[config.mk]
export PLATFORM = sky130hd
export DESIGN_NAME = lbist_window_seq
export DESIGN_NICKNAME = d
export VERILOG_FILES = /design/src/rtl/lbist_pkg.sv /design/src/rtl/lbist_lfsr_reg.sv /design/src/rtl/lbist_win_cmp.sv /design/src/rtl/lbist_seq_ctrl.sv /design/src/rtl/lbist_window_seq.sv
export SDC_FILE = /design/constraint.sdc
export NUM_CORES = 1
export LEC_CHECK = 0
export BUFFER_PORTS_ARGS = -buffer_cell sky130_fd_sc_hd__buf_2
export CAP_MARGIN = 20
export CORE_ASPECT_RATIO = 0.5
export CORE_MARGIN = 8
export CORE_UTILIZATION = 52
export CTS_BUF_LIST = sky130_fd_sc_hd__clkbuf_4 sky130_fd_sc_hd__clkbuf_8
export DETAILED_ROUTE_END_ITERATION = 6
export HOLD_SLACK_MARGIN = 0.15
export PLACE_DENSITY = 0.89
export SLEW_MARGIN = 30
export SYNTH_ARGS = -nofsm -noshare
export SYNTH_HDL_FRONTEND = slang
export SYNTH_SLANG_ARGS = --single-unit
[constraint.sdc]
create_clock -name clk -period 7 [get_ports clk]
set_input_delay 0.35 -clock clk [delete_from_list [all_inputs] [get_ports clk]]
set_output_delay 0.35 -clock clk [all_outputs]
set_load 0.02 [all_outputs]
[src/rtl/lbist_pkg.sv]
package lbist_pkg;

  typedef enum logic [3:0] {
    ST_IDLE,
    ST_LOAD,
    ST_PIADV,
    ST_CAPT,
    ST_COMP,
    ST_WEND,
    ST_HOLD,
    ST_FLUSH,
    ST_DONE
  } seq_state_t;

endpackage

[src/rtl/lbist_lfsr_reg.sv]
module lbist_lfsr_reg #(
  parameter int W = 8,
  parameter logic [W-1:0] TAPS = '0,
  parameter int PLAIN_CAPTURE = 0
) (
  input  logic         clk,
  input  logic         rst_n,
  input  logic         seed_load,
  input  logic [W-1:0] seed,
  input  logic         adv,
  input  logic         plain,
  input  logic [W-1:0] inject,
  output logic [W-1:0] q
);

  logic [W-1:0] lfsr_nxt;
  logic [W-1:0] plain_nxt;
  logic [W-1:0] q_d;

  // Galois step with parallel injection
  always_comb begin
    lfsr_nxt = (q >> 1) ^ (q[0] ? TAPS : '0) ^ inject;
  end

  generate
    if (PLAIN_CAPTURE != 0) begin : g_plain_cap
      assign plain_nxt = inject;
    end else begin : g_plain_shift
      assign plain_nxt = (q >> 1) ^ inject;
    end
  endgenerate

  always_comb begin
    q_d = q;
    if (seed_load) begin
      q_d = seed;
    end else if (adv) begin
      q_d = plain ? plain_nxt : lfsr_nxt;
    end
  end

  always_ff @(posedge clk or negedge rst_n) begin
    if (!rst_n) begin
      q <= '0;
    end else begin
      q <= q_d;
    end
  end

endmodule

[src/rtl/lbist_win_cmp.sv]
module lbist_win_cmp #(
  parameter int NUM_WIN = 4,
  parameter int MISR_W  = 8,
  parameter int SISR_W  = 16,
  localparam int WIN_W  = (NUM_WIN > 1) ? $clog2(NUM_WIN) : 1
) (
  input  logic                      clk,
  input  logic                      rst_n,
  input  logic                      clear,
  input  logic                      check,
  input  logic [WIN_W-1:0]          win,
  input  logic [MISR_W-1:0]         misr,
  input  logic [SISR_W-1:0]         sisr,
  input  logic [NUM_WIN*MISR_W-1:0] exp_misr_flat,
  input  logic [NUM_WIN*SISR_W-1:0] exp_sisr_flat,
  output logic                      mismatch,
  output logic                      fail,
  output logic [WIN_W-1:0]          fail_win
);

  logic [MISR_W-1:0] exp_misr;
  logic [SISR_W-1:0] exp_sisr;
  logic              fail_d;
  logic [WIN_W-1:0]  fail_win_d;

  always_comb begin
    exp_misr = exp_misr_flat[win*MISR_W +: MISR_W];
    exp_sisr = exp_sisr_flat[win*SISR_W +: SISR_W];
    mismatch = (misr != exp_misr) || (sisr != exp_sisr);
  end

  always_comb begin
    fail_d     = fail;
    fail_win_d = fail_win;
    if (clear) begin
      fail_d     = 1'b0;
      fail_win_d = '0;
    end else if (check && mismatch && !fail) begin
      fail_d     = 1'b1;
      fail_win_d = win;
    end
  end

  always_ff @(posedge clk or negedge rst_n) begin
    if (!rst_n) begin
      fail     <= 1'b0;
      fail_win <= '0;
    end else begin
      fail     <= fail_d;
      fail_win <= fail_win_d;
    end
  end

endmodule

[src/rtl/lbist_seq_ctrl.sv]
module lbist_seq_ctrl
  import lbist_pkg::*;
#(
  parameter int CHAIN_LEN     = 8,
  parameter int TESTS_PER_WIN = 4,
  parameter int NUM_WIN       = 4,
  localparam int BIT_W = (CHAIN_LEN > 1) ? $clog2(CHAIN_LEN) : 1,
  localparam int TST_W = (TESTS_PER_WIN > 1) ? $clog2(TESTS_PER_WIN) : 1,
  localparam int WIN_W = (NUM_WIN > 1) ? $clog2(NUM_WIN) : 1
) (
  input  logic             clk,
  input  logic             rst_n,
  input  logic             start,
  input  logic [WIN_W-1:0] start_win,
  input  logic             diag_mode,
  input  logic             plain_mode,
  input  logic             resume,
  input  logic             mismatch,
  output logic             seed_load,
  output logic             si_adv,
  output logic             pi_adv,
  output logic             misr_adv,
  output logic             sisr_adv,
  output logic             cap,
  output logic             check,
  output logic             plain_q,
  output logic [WIN_W-1:0] win_q,
  output logic [TST_W-1:0] test_q,
  output logic             busy,
  output logic             paused,
  output logic             done
);

  seq_state_t       state_q, state_d;
  logic [BIT_W-1:0] bit_q, bit_d;
  logic [TST_W-1:0] test_d;
  logic [WIN_W-1:0] win_d;
  logic             diag_q, diag_d;
  logic             plain_d;
  logic             start_ok;
  logic             last_bit, last_test, last_win;
  logic [WIN_W-1:0] win_start;

  always_comb begin
    last_bit  = (bit_q == BIT_W'(CHAIN_LEN - 1));
    last_test = (test_q == TST_W'(TESTS_PER_WIN - 1));
    last_win  = (win_q == WIN_W'(NUM_WIN - 1));
    start_ok  = start && ((state_q == ST_IDLE) || (state_q == ST_HOLD) ||
                          (state_q == ST_DONE));
    win_start = (int'(start_win) < NUM_WIN) ? start_win : WIN_W'(NUM_WIN - 1);
  end

  // Strobes decoded from the state
  always_comb begin
    seed_load = start_ok;
    si_adv    = (state_q == ST_LOAD);
    sisr_adv  = (state_q == ST_LOAD) || (state_q == ST_FLUSH);
    pi_adv    = (state_q == ST_PIADV);
    cap       = (state_q == ST_CAPT);
    misr_adv  = (state_q == ST_COMP);
    check     = (state_q == ST_WEND) && !plain_q && (diag_q || last_win);
    paused    = (state_q == ST_HOLD);
    done      = (state_q == ST_DONE);
    busy      = (state_q != ST_IDLE) && (state_q != ST_DONE);
  end

  // Next-state and counter logic
  always_comb begin
    state_d = state_q;
    bit_d   = bit_q;
    test_d  = test_q;
    win_d   = win_q;
    diag_d  = diag_q;
    plain_d = plain_q;
    if (start_ok) begin
      state_d = ST_LOAD;
      bit_d   = '0;
      test_d  = '0;
      win_d   = win_start;
      diag_d  = diag_mode;
      plain_d = plain_mode;
    end else begin
      unique case (state_q)
        ST_LOAD: begin
          if (last_bit) begin
            bit_d   = '0;
            state_d = ST_PIADV;
          end else begin
            bit_d = bit_q + 1'b1;
          end
        end
        ST_PIADV: state_d = ST_CAPT;
        ST_CAPT:  state_d = ST_COMP;
        ST_COMP: begin
          if (!last_test) begin
            test_d  = test_q + 1'b1;
            state_d = ST_LOAD;
          end else if (last_win) begin
            state_d = ST_FLUSH;
          end else begin
            state_d = ST_WEND;
          end
        end
        ST_FLUSH: begin
          if (last_bit) begin
            bit_d   = '0;
            state_d = ST_WEND;
          end else begin
            bit_d = bit_q + 1'b1;
          end
        end
        ST_WEND: begin
          if (last_win) begin
            state_d = ST_DONE;
          end else if (diag_q) begin
            state_d = (check && mismatch) ? ST_DONE : ST_HOLD;
          end else begin
            win_d   = win_q + 1'b1;
            test_d  = '0;
            state_d = ST_LOAD;
          end
        end
        ST_HOLD: begin
          if (resume) begin
            win_d   = win_q + 1'b1;
            test_d  = '0;
            state_d = ST_LOAD;
          end
        end
        default: state_d = state_q;
      endcase
    end
  end

  always_ff @(posedge clk or negedge rst_n) begin
    if (!rst_n) begin
      state_q <= ST_IDLE;
      bit_q   <= '0;
      test_q  <= '0;
      win_q   <= '0;
      diag_q  <= 1'b0;
      plain_q <= 1'b0;
    end else begin
      state_q <= state_d;
      bit_q   <= bit_d;
      test_q  <= test_d;
      win_q   <= win_d;
      diag_q  <= diag_d;
      plain_q <= plain_d;
    end
  end

endmodule

[src/rtl/lbist_window_seq.sv]
module lbist_window_seq #(
  parameter int CHAIN_LEN     = 8,
  parameter int TESTS_PER_WIN = 4,
  parameter int NUM_WIN       = 4,
  parameter int SI_W          = 16,
  parameter int PI_W          = 8,
  parameter int PO_W          = 8,
  parameter int SISR_W        = 16,
  parameter logic [SI_W-1:0]   SI_TAPS   = 16'hB400,
  parameter logic [PI_W-1:0]   PI_TAPS   = 8'hB8,
  parameter logic [PO_W-1:0]   MISR_TAPS = 8'h8E,
  parameter logic [SISR_W-1:0] SISR_TAPS = 16'hD008,
  localparam int WIN_W = (NUM_WIN > 1) ? $clog2(NUM_WIN) : 1,
  localparam int TST_W = (TESTS_PER_WIN > 1) ? $clog2(TESTS_PER_WIN) : 1
) (
  input  logic                      clk,
  input  logic                      rst_n,
  input  logic                      start,
  input  logic [WIN_W-1:0]          start_win,
  input  logic                      diag_mode,
  input  logic                      plain_mode,
  input  logic                      resume,
  input  logic [SI_W-1:0]           seed_si,
  input  logic [PI_W-1:0]           seed_pi,
  input  logic [PO_W-1:0]           seed_misr,
  input  logic [SISR_W-1:0]         seed_sisr,
  input  logic [NUM_WIN*PO_W-1:0]   exp_misr_flat,
  input  logic [NUM_WIN*SISR_W-1:0] exp_sisr_flat,
  output logic                      scan_in,
  output logic                      scan_shift,
  input  logic                      scan_out,
  output logic [PI_W-1:0]           pi_vec,
  output logic                      cap_pulse,
  input  logic [PO_W-1:0]           po_vec,
  output logic [PO_W-1:0]           misr_sig,
  output logic [SISR_W-1:0]         sisr_sig,
  output logic [WIN_W-1:0]          win_idx,
  output logic [TST_W-1:0]          test_idx,
  output logic                      busy,
  output logic                      paused,
  output logic                      done,
  output logic                      fail,
  output logic [WIN_W-1:0]          fail_win
);

  logic            seed_load, si_adv, pi_adv, misr_adv, sisr_adv;
  logic            check, mismatch, plain_q;
  logic [SI_W-1:0] si_q;

  lbist_seq_ctrl #(
    .CHAIN_LEN    (CHAIN_LEN),
    .TESTS_PER_WIN(TESTS_PER_WIN),
    .NUM_WIN      (NUM_WIN)
  ) u_ctrl (
    .clk       (clk),
    .rst_n     (rst_n),
    .start     (start),
    .start_win (start_win),
    .diag_mode (diag_mode),
    .plain_mode(plain_mode),
    .resume    (resume),
    .mismatch  (mismatch),
    .seed_load (seed_load),
    .si_adv    (si_adv),
    .pi_adv    (pi_adv),
    .misr_adv  (misr_adv),
    .sisr_adv  (sisr_adv),
    .cap       (cap_pulse),
    .check     (check),
    .plain_q   (plain_q),
    .win_q     (win_idx),
    .test_q    (test_idx),
    .busy      (busy),
    .paused    (paused),
    .done      (done)
  );

  lbist_lfsr_reg #(.W(SI_W), .TAPS(SI_TAPS), .PLAIN_CAPTURE(0)) u_si_gen (
    .clk      (clk),
    .rst_n    (rst_n),
    .seed_load(seed_load),
    .seed     (seed_si),
    .adv      (si_adv),
    .plain    (1'b0),
    .inject   ('0),
    .q        (si_q)
  );

  lbist_lfsr_reg #(.W(PI_W), .TAPS(PI_TAPS), .PLAIN_CAPTURE(0)) u_pi_gen (
    .clk      (clk),
    .rst_n    (rst_n),
    .seed_load(seed_load),
    .seed     (seed_pi),
    .adv      (pi_adv),
    .plain    (1'b0),
    .inject   ('0),
    .q        (pi_vec)
  );

  lbist_lfsr_reg #(.W(PO_W), .TAPS(MISR_TAPS), .PLAIN_CAPTURE(1)) u_misr (
    .clk      (clk),
    .rst_n    (rst_n),
    .seed_load(seed_load),
    .seed     (seed_misr),
    .adv      (misr_adv),
    .plain    (plain_q),
    .inject   (po_vec),
    .q        (misr_sig)
  );

  lbist_lfsr_reg #(.W(SISR_W), .TAPS(SISR_TAPS), .PLAIN_CAPTURE(0)) u_sisr (
    .clk      (clk),
    .rst_n    (rst_n),
    .seed_load(seed_load),
    .seed     (seed_sisr),
    .adv      (sisr_adv),
    .plain    (plain_q),
    .inject   ({scan_out, {(SISR_W-1){1'b0}}}),
    .q        (sisr_sig)
  );

  lbist_win_cmp #(
    .NUM_WIN(NUM_WIN),
    .MISR_W (PO_W),
    .SISR_W (SISR_W)
  ) u_cmp (
    .clk          (clk),
    .rst_n        (rst_n),
    .clear        (seed_load),
    .check        (check),
    .win          (win_idx),
    .misr         (misr_sig),
    .sisr         (sisr_sig),
    .exp_misr_flat(exp_misr_flat),
    .exp_sisr_flat(exp_sisr_flat),
    .mismatch     (mismatch),
    .fail         (fail),
    .fail_win     (fail_win)
  );

  // Flush cycles shift without stepping the generator: feed zeros
  assign scan_shift = sisr_adv;
  assign scan_in    = si_adv ? si_q[0] : 1'b0;

endmodule

* Word-level counts from Yosys, hierarchy flattened *
Index checks and enable logic that the tools add are counted.

word-level totals
  register bits = 64
  bits of input ports = 161
  output and inout port bits = 45

cells by class
  add/sub/neg operators = 3
  equal/unequal tests = 20
  shift-type cells = 2
  mux-type cells = 43
  bitwise logic cells = 7
  reduce and logical (&&, ||, !) cells = 28

operator list
  kind                                                                      count
  16-bit two-way mux                                                        7
  64-bit by 7-bit indexed part select with 16-bit output                    1
  8-bit two-way mux                                                         7
  15-bit by 16-bit bitwise XOR with 16-bit output                           3
  4-bit two-way mux                                                         8
  32-bit by 6-bit indexed part select with 8-bit output                     1
  4-bit case mux with 7 select lines                                        1
  2-bit two-way mux                                                         12
  4-bit by 3-bit equality test with 1-bit output (second input constant)    4
  16-bit inequality test                                                    1
  16-bit bitwise XOR                                                        1
  7-bit by 8-bit bitwise XOR with 8-bit output                              2
  2-bit nonzero test                                                        6
  3-bit two-way mux                                                         3
  3-bit by 2-bit inequality test with 1-bit output (second input constant)  3
  3-bit inequality test (second input constant)                             3
  4-bit by 2-bit equality test with 1-bit output (second input constant)    2
  8-bit inequality test                                                     1
  4-bit AND reduction                                                       2
  4-bit nonzero test                                                        2
  8-bit nonzero test                                                        1
  8-bit bitwise XOR                                                         1
  1-bit logical AND                                                         6
  2-bit case mux with 3 select lines                                        1
  15 further kinds                                                          24

* Longest topological paths before layout *
Gate-level depths: netlist (run 1).

  depth in word-level cells = 9
  gate-level depth with buffers = 9

* Modules after synthesis *
A second synthesis (run 1) with hierarchy kept.

second synthesis, totals
  cells, all modules = 463
  area, all modules = 4962.3 sq um

modules (own cells, without submodules)
  module                     instances  cells an instance  area an instance (sq um)  seq. area each (sq um)
  lbist_win_cmp              1          76                 1064.8                    75.1
  lbist_lfsr_reg (u_sisr)    1          92                 967.2                     400.4
  lbist_lfsr_reg (u_si_gen)  1          92                 964.7                     400.4
  lbist_seq_ctrl             1          94                 930.9                     325.3
  lbist_lfsr_reg (u_misr)    1          57                 516.7                     200.2
  lbist_lfsr_reg (u_pi_gen)  1          50                 508.0                     200.2
  lbist_window_seq           1          2                  10.0                      0.0

* Worst setup path before layout (run 1) *
Ideal clock, no wire load.

  path kind = register to register
  from = reg u_ctrl.win_q[0]
  to = reg u_cmp.fail_win[1]
  setup time = 79 ps
  data arrival time = 2434 ps
  data required time = 6921 ps
  slack = 4486 ps
  stages on the path, launching flop included = 10
  clock period less this slack = 2514 ps
  path through = dfrtp_1 -> buf_6 -> buf_2 -> mux4_2 -> xnor2_1 -> nand4_1 -> nor2_1 -> a211oi_1 -> nor2b_4 -> mux2i_1

between the ends
  longest elaborated chain between the ends = 6

ends and longest elaborated chain
  item                                                                            line                                       RTL
  start: declaration                                                              lbist_seq_ctrl.sv:27                       output logic [WIN_W-1:0] win_q,
  start signal: assignment                                                        lbist_seq_ctrl.sv:147                      win_q <= win_d;
  64-bit by 7-bit indexed part select with 16-bit output (tied with other cells)  lbist_win_cmp.sv:28                        exp_sisr = exp_sisr_flat[win*SISR_W +: SISR_W];
  16-bit inequality test (tied with other cells)                                  lbist_win_cmp.sv:29                        mismatch = (misr != exp_misr) || (sisr != exp_sisr);
  1-bit logical OR or 1-bit logical AND (tied branches)                           lbist_win_cmp.sv:29, lbist_seq_ctrl.sv:61
  1-bit logical AND (*) (2 in series)                                             lbist_win_cmp.sv:38                        end else if (check && mismatch && !fail) begin
  2-bit nonzero test (no source line) (*)                                         n/a
  end signal: assignment                                                          lbist_win_cmp.sv:50                        fail_win <= fail_win_d;
  end: declaration                                                                lbist_win_cmp.sv:18                        output logic [WIN_W-1:0] fail_win

Mark *: on every way between the ends. The rest lies on a longest branch, timed or not.
A chain may end at the register's enable or synchronous reset.

* Worst setup path in the final report (run 1) *
  from = reg u_ctrl.win_q[0]
  to = reg u_ctrl.state_q[3]

between the ends
  longest elaborated chain between the ends = 9

ends and longest elaborated chain
  item                                                                            line                                       RTL
  64-bit by 7-bit indexed part select with 16-bit output (tied with other cells)  lbist_win_cmp.sv:28
  16-bit inequality test (tied with other cells)                                  lbist_win_cmp.sv:29
  1-bit logical OR or 1-bit logical AND (tied branches)                           lbist_win_cmp.sv:29, lbist_seq_ctrl.sv:61
  1-bit logical AND                                                               lbist_seq_ctrl.sv:116                      state_d = (check && mismatch) ? ST_DONE : ST_HOLD;
  4-bit two-way mux                                                               lbist_seq_ctrl.sv:116
  4-bit two-way mux                                                               lbist_seq_ctrl.sv:115                      end else if (diag_q) begin
  4-bit two-way mux (*)                                                           lbist_seq_ctrl.sv:113                      if (last_win) begin
  4-bit case mux with 7 select lines (*)                                          lbist_seq_ctrl.sv:83                       unique case (state_q)
  4-bit two-way mux (*)                                                           lbist_seq_ctrl.sv:75                       if (start_ok) begin
  end signal: assignment                                                          lbist_seq_ctrl.sv:144                      state_q <= state_d;
  end: declaration                                                                lbist_seq_ctrl.sv:34                       seq_state_t state_q, state_d;

Marked as above.

==> key figures, run 1 <==
Status
  – Status: finished, final reports clean

Synth
  – Primary FF master, synth: dfrtp_1
  – Post-synthesis sequential area ratio: 0.387
  – FF+latch count, synth: 64
  – Post-Syn Nets: ~600
  – Synth cell types: 35
  – Synth Instances: between 400 and 500
  – EDFF count, synth: 0
  – Mean Syn Cell Area: approximately 9.5 sq um
  – Yosys Warn Count: 0
  – Asr flop ratio synth: 1.00
  – Mapped Area: 0.00414 sq mm

Floorplanning
  – Die W: about 140 um
  – Row count: 23
  – # IOs: roughly 210
  – Die area: around 0.011 sq mm
  – Initial core utilization: 0.527
  – Core footprint: slightly below 0.008 sq mm
  – Die height: between 70 and 80 um

Layout
  – Post-Route Utilization: 0.689
  – Fin nets: 790
  – Final Cell Area: between 0.005 and 0.006 sq mm
  – Layout cells sized above 1: 0.407
  – Number of fill cells in the layout: approximately 630
  – Antenna diode count: 0
  – Commonest non-fill, non-tap cell in the layout: buf_2
  – Area Growth Syn to Fin: 30.9%
  – Commonest non-fill, non-tap cells in the layout: buf_2, nand2_1, dfrtp_1

Setup path
  – CP Max Fanout: 28
  – WS Path Type: reg2reg
  – CP Data Arrival Time: ~3.1 ns
  – Crit start category: flip-flop
  – Crit. End Element: flip-flop
  – CP required: 7.23 ns

GRT
  – GR Util met3: 0.0664
  – Most Crowded Layer GR: met2
  – Number of global-route vias before repair: ~4300
  – Global-route wire length before repair: ~21 mm
  – Grt ovf: 0
  – Gr usage total: 0.241
  – Initial antenna violation count: 0
  – Met2 GRT Util: 0.406
  – GR Util met1: 0.285
  – Largest net degree at the start of global routing: slightly above 80

Routing
  – WL per Instance: between 15 and 20 um
  – # DRC: 0
  – Detailed-route via count: 4146
  – Post-DRT Antenna Nets: 0
  – Routed wire length: roughly 14 mm
  – Vias per cell: ~5.6
  – DR iter-0 viols: about 320
  – Pre-antenna DRT Iters: 5

Timing
  – Worst-margin pin slew: approximately 0.85 ns
  – Endpoints failing setup: 0
  – Final worst slack: 4.09 ns
  – Hold Slack: around 0.17 ns
  – Final Hold Vio Count: 0
  – Max-slew violations: 0
  – Slew headroom: 0.432
  – Setup_tns: 0 ns
  – Crit path time final: slightly below 3 ns
  – Final Skew: 0.00671 ns
  – Period utilisation layout: 0.415
  – Fmax: roughly 340 MHz
  – RSZ-0062 raised after global routing: false

Pwr
  – Power Dens Cells: between 400 and 500 mW/mm^2
  – VDD IR max: between 0.0002 and 0.0003 V
  – Pleak: ~2.5 nW

Place
  – DP Area: about 0.0052 sq mm
  – IO Port Bufs: a little over 200
  – Hpwl dp: between 10 and 15 mm
  – Placer congestion estimate: ~0.94
  – Setup WS pre-CTS: 4.07 ns

Clocking
  – CTS tree: done
  – CTS sink cnt: 64
  – H-tree Lvls: 3
  – CTS Hold Bufs: 0
  – Num CTS Buffers: 9
  – Buffer depth of the longest clock path: 2
  – Post_cts resized: 0
  – Worst skew pair latency: between 0.3 and 0.4 ns
  – Setup repair bufs after CTS: 0
  – CTS root buf: clkbuf_8
  – Clock slew at reported path FFs: ~0.07 ns

Run
  – MaxCap Viol Count: 0

Hold path
  – Hold Crit Class: in2async
cells by family (layout without fill, tap and decap cells):
logic type                 count (synthesis)  in the layout  synth area share
and+or+nand+nor                          151            151             0.161
AOI/OAI and AO/OA                         94             94             0.135
DFF                                       64             64             0.387
xor gates and xnor gates                  43             43            0.0910
muxes                                     41             41             0.172
buffers and inverters                     40            232            0.0411
adders and majority gates                  4              4            0.0121
registers in the layout (all words and copies together) (netlist names):
name	cells
u_cmp.fail	1
u_ctrl.bit_q	3
u_cmp.fail_win	2
u_si_gen.q	16
u_ctrl.state_q	4
u_misr.q	8
u_sisr.q	16
u_pi_gen.q	8
u_ctrl.win_q	2
u_ctrl.test_q	2
u_ctrl.diag_q	1
u_ctrl.plain_q	1
cells in the mapped netlist (3+ instances only):
master	count	area share
nand2_1	81	0.073
xnor2_1	43	0.091
nor2_1	33	0.030
mux4_2	24	0.13
a21oi_1	17	0.021
inv_1	7	0.0064
mux2i_1	15	0.036
nor2b_1	8	0.012
buf_2	4	0.0048
nand3b_1	3	0.0054
nand4_1	6	0.0091
clkbuf_1	25	0.023
nor3_1	7	0.0085
a31oi_1	10	0.015
a22oi_1	11	0.020
dfrtp_1	64	0.39
o21ai_0	43	0.052
or3_1	4	0.0060
nand2b_1	3	0.0045
ha_1	4	0.012
a221o_1	6	0.015
where the power goes:
group	internal (W)	leakage (nW)	switching (W)
Clock	0.000197	0.101	0.000149
Sequential	0.000561	0.785	0.000293
Combinational	0.000676	1.62	0.000783
through the flow:
stage                     std cells  total power [W]
after global placement          726          0.00224
after floorplan                 437          0.00190
final                           741          0.00266
after detailed placement        726          0.00231
after global routing            741          0.00287
after CTS                       741          0.00267
final cells by class:
| type | instances | area, sq um | area share |
|---|---|---|---|
| multi-input combinational | 333 | 2370 | 0.438 |
| sequential | 64 | 1600 | 0.296 |
| timing repair buffer | 210 | 1060 | 0.196 |
| tap | 112 | 140 | 0.0259 |
| clock buffer | 9 | 124 | 0.0229 |
| clock inverter | 6 | 85.1 | 0.0157 |
| inverter | 7 | 26.3 | 0.00485 |
worst paths after layout:
| kind | from | endpoint | slack [ns] | depth (start not counted) |
|---|---|---|---|---|
| setup / recovery | u_ctrl.win_q[0] | u_ctrl.state_q[3] | 4.09 | 6 |
| max in group asynchronous | rst_n | u_ctrl.win_q[1] | 6.23 | 2 |
| setup reg to reg | u_ctrl.win_q[0] | u_ctrl.state_q[3] | 4.09 | 6 |
| hold / removal | rst_n | u_si_gen.q[1] | 0.17 | 2 |
| min in group clk | diag_mode | u_ctrl.diag_q | 0.19 | 3 |
| hold reg to reg | u_si_gen.q[12] | u_si_gen.q[11] | 0.50 | 2 |
critical path, stage by stage, from the launching register on:
cell and delay (ns):
dfrtp_2 0.93, mux4_2 0.61, xnor2_1 0.15, nand4_1 0.16, nor4_2 0.47, a211oi_1 0.18, a221o_1 0.28
per-layer routing:
| layer | routed length (um) | vias to the layer above | share of wire |
|---|---|---|---|
| li1 | - | 1924 | - |
| met1 | 5340 | 1961 | 0.39 |
| met2 | 6790 | 221 | 0.49 |
| met3 | 1160 | 40 | 0.084 |
| met4 | 452 | 0 | 0.033 |
| met5 | 0 | - | 0 |
Power figures use the tool's default switching activity.
==> inputs of run 2 (changes only) <==
Settings changed: CORE_UTILIZATION 52 to 43, PLACE_DENSITY 0.89 to 0.79.
Clock period 7 ns to 2.5 ns, I/O delays scaled along.
==> key figures, run 2 (synthesis results as in run 1) <==
Layout
  – Commonest non-fill, non-tap cell in the layout: buf_2
  – Fin nets: approximately 860
  – Biggest regs: u_si_gen.q: 16 flops, u_sisr.q: 16 flops
  – Final Cell Area: approximately 0.0062 sq mm
  – Layout cells sized above 1: 0.391
  – Commonest non-fill, non-tap cells in the layout: buf_2, nand2_1, dfrtp_1
  – Post-route insts no fill: 821
  – Area Growth Syn to Fin: 49.1%
  – Post-Route Utilization: 0.657

GRT
  – Global-route wire length before repair: around 23 mm
  – Largest net degree at the start of global routing: between 60 and 70
  – Number of global-route vias before repair: between 4000 and 5000
  – Gr usage total: 0.222
  – Initial antenna violation count: 2
  – Grt ovf: 0

Clocking
  – H-tree Lvls: 3
  – Num CTS Buffers: 9
  – Setup repair bufs after CTS: 0
  – CTS root buf: clkbuf_8
  – Buffer depth of the longest clock path: 2
  – Worst skew pair latency: ~0.35 ns
  – CTS sink cnt: 64
  – CTS tree: done
  – Clock slew at reported path FFs: 0.07 ns

Timing
  – Setup_tns: 0 ns
  – RSZ-0062 raised after global routing: true
  – Worst-margin pin slew: roughly 0.57 ns
  – Max-slew violations: 0
  – Final Hold Vio Count: 0
  – Final Skew: about 0.0087 ns
  – Fmax: 417 MHz
  – Period utilisation layout: 0.960
  – Final worst slack: around 0.1 ns
  – Endpoints failing setup: 0
  – Crit path time final: ~2.4 ns
  – Slew headroom: 0.615

Place
  – IO Port Bufs: just over 200
  – DP Area: between 0.005 and 0.006 sq mm
  – Hpwl dp: about 11 mm
  – Inst Count DP: 748
  – Setup WS pre-CTS: -0.0128 ns
  – Placer congestion estimate: a little over 0.9

Setup path
  – Crit path from: u_ctrl.win_q[0]
  – Crit-path cells: buf_12, mux4_2, xnor2_1, nand4_1, nor4_4, a211oi_2, nor2b_4, mux2i_1
  – Max stage delay on crit path: between 0.5 and 0.6 ns
  – Critical path's slowest cell: mux4_2
  – Worst flop-to-flop path startpoint: u_ctrl.win_q[0]
  – CP Data Arrival Time: 2.63 ns
  – CP required: 2.73 ns
  – CP Max Fanout: 10
  – Crit start category: flip-flop
  – Crit. End Element: flip-flop
  – WS Path Type: reg2reg

Hold path
  – Hold Crit Class: in2reg
  – Hold Startpoint: po_vec[4]

Routing
  – # DRC: 0
  – DR iter-0 viols: between 200 and 300
  – Post-DRT Antenna Nets: 0
  – WL per Instance: around 18 um
  – Pre-antenna DRT Iters: 5
  – Routed wire length: 15.2 mm
  – Detailed-route via count: approximately 4400
  – Vias per cell: between 5 and 6

Run
  – MaxCap Viol Count: 0

Floorplanning
  – Initial core utilization: 0.441
  – Row count: 25
  – Die height: between 80 and 90 um
  – Die W: 155 um
  – Die area: between 0.01 and 0.015 sq mm
  – # IOs: approximately 210
  – Core footprint: about 0.0094 sq mm

Pwr
  – Power Dens Cells: roughly 1300 mW/mm^2
  – Pleak: 2.86 nW
  – VDD IR max: roughly 0.00050 V

Status
  – Status: finished, final reports clean
-- run 2: cell count changes in the layout (fill, tap and decap cells not counted), sizes merged --
cell,before,now
dlygate4sd3,0,55
clkinvlp,2,0
clkbuf,9,12
buf,210,223
diode,0,2
-- run 2: where the power goes --
group / leakage, nW / switching [W] / internal (W) / total, W
Clock: 0.110 / 0.000395 / 0.000575 / 0.000970
Sequential: 0.786 / 0.000633 / 0.00157 / 0.00221
Combinational: 1.96 / 0.00258 / 0.00223 / 0.00480
-- run 2: per-layer routing --
layer  part of all wire  vias to the layer above  GRT usage
li1                   -                     2064          -
met3              0.082                       42     0.0669
met2               0.51                      210      0.389
met4              0.025                        0     0.0724
met5                  0                        -          0
met1               0.38                     2072      0.258
-- run 2: timing repair --
item,CTS,global route
pin swaps,0,2
resized for setup,2,3
gates cloned,0,1
endpoints found under the setup margin,3,6
hold buffers,55,0
endpoints found under the hold margin,68,0
-- run 2: path summary, 6_finish.rpt --
path	slack, ns	cells after the start	endpoint
setup / recovery	0.10	8	u_cmp.fail_win[1]
min in group asynchronous	0.25	2	u_misr.q[3]
hold reg to reg	0.51	2	u_si_gen.q[0]
max in group asynchronous	1.53	3	u_ctrl.diag_q
hold / removal	0.17	4	u_misr.q[4]
setup reg to reg	0.10	8	u_cmp.fail_win[1]
-- run 2: area by class of cell --
cell class | instances | area [sq um]
Antenna cell | 2 | 5.00
Multi-Input combinational cell | 333 | 2400
Clock inverter | 4 | 70.1
Clock buffer | 11 | 139
Inverter | 7 | 26.3
Sequential cell | 64 | 1600
Timing Repair Buffer | 279 | 1770
Fill cell | 726 | 3220
Tap cell | 121 | 151
-- run 2: stage by stage --
step / total power (W) / hold slack (ns)
after floorplan: 0.00534 / -0.171
after global placement: 0.00661 / 0.0909
after global routing: 0.00856 / 0.194
after CTS: 0.00785 / 0.150
after detailed placement: 0.00675 / 0.0978
final: 0.00798 / 0.169
-- run 2: critical path: cells and delay by family, from the launching register on --
family	cells	cell delay, ns
simple gates	3	0.75
flops	1	0.42
compound gates	1	0.15
mux	2	0.64
xor+xnor	1	0.16
buf+inv	1	0.16
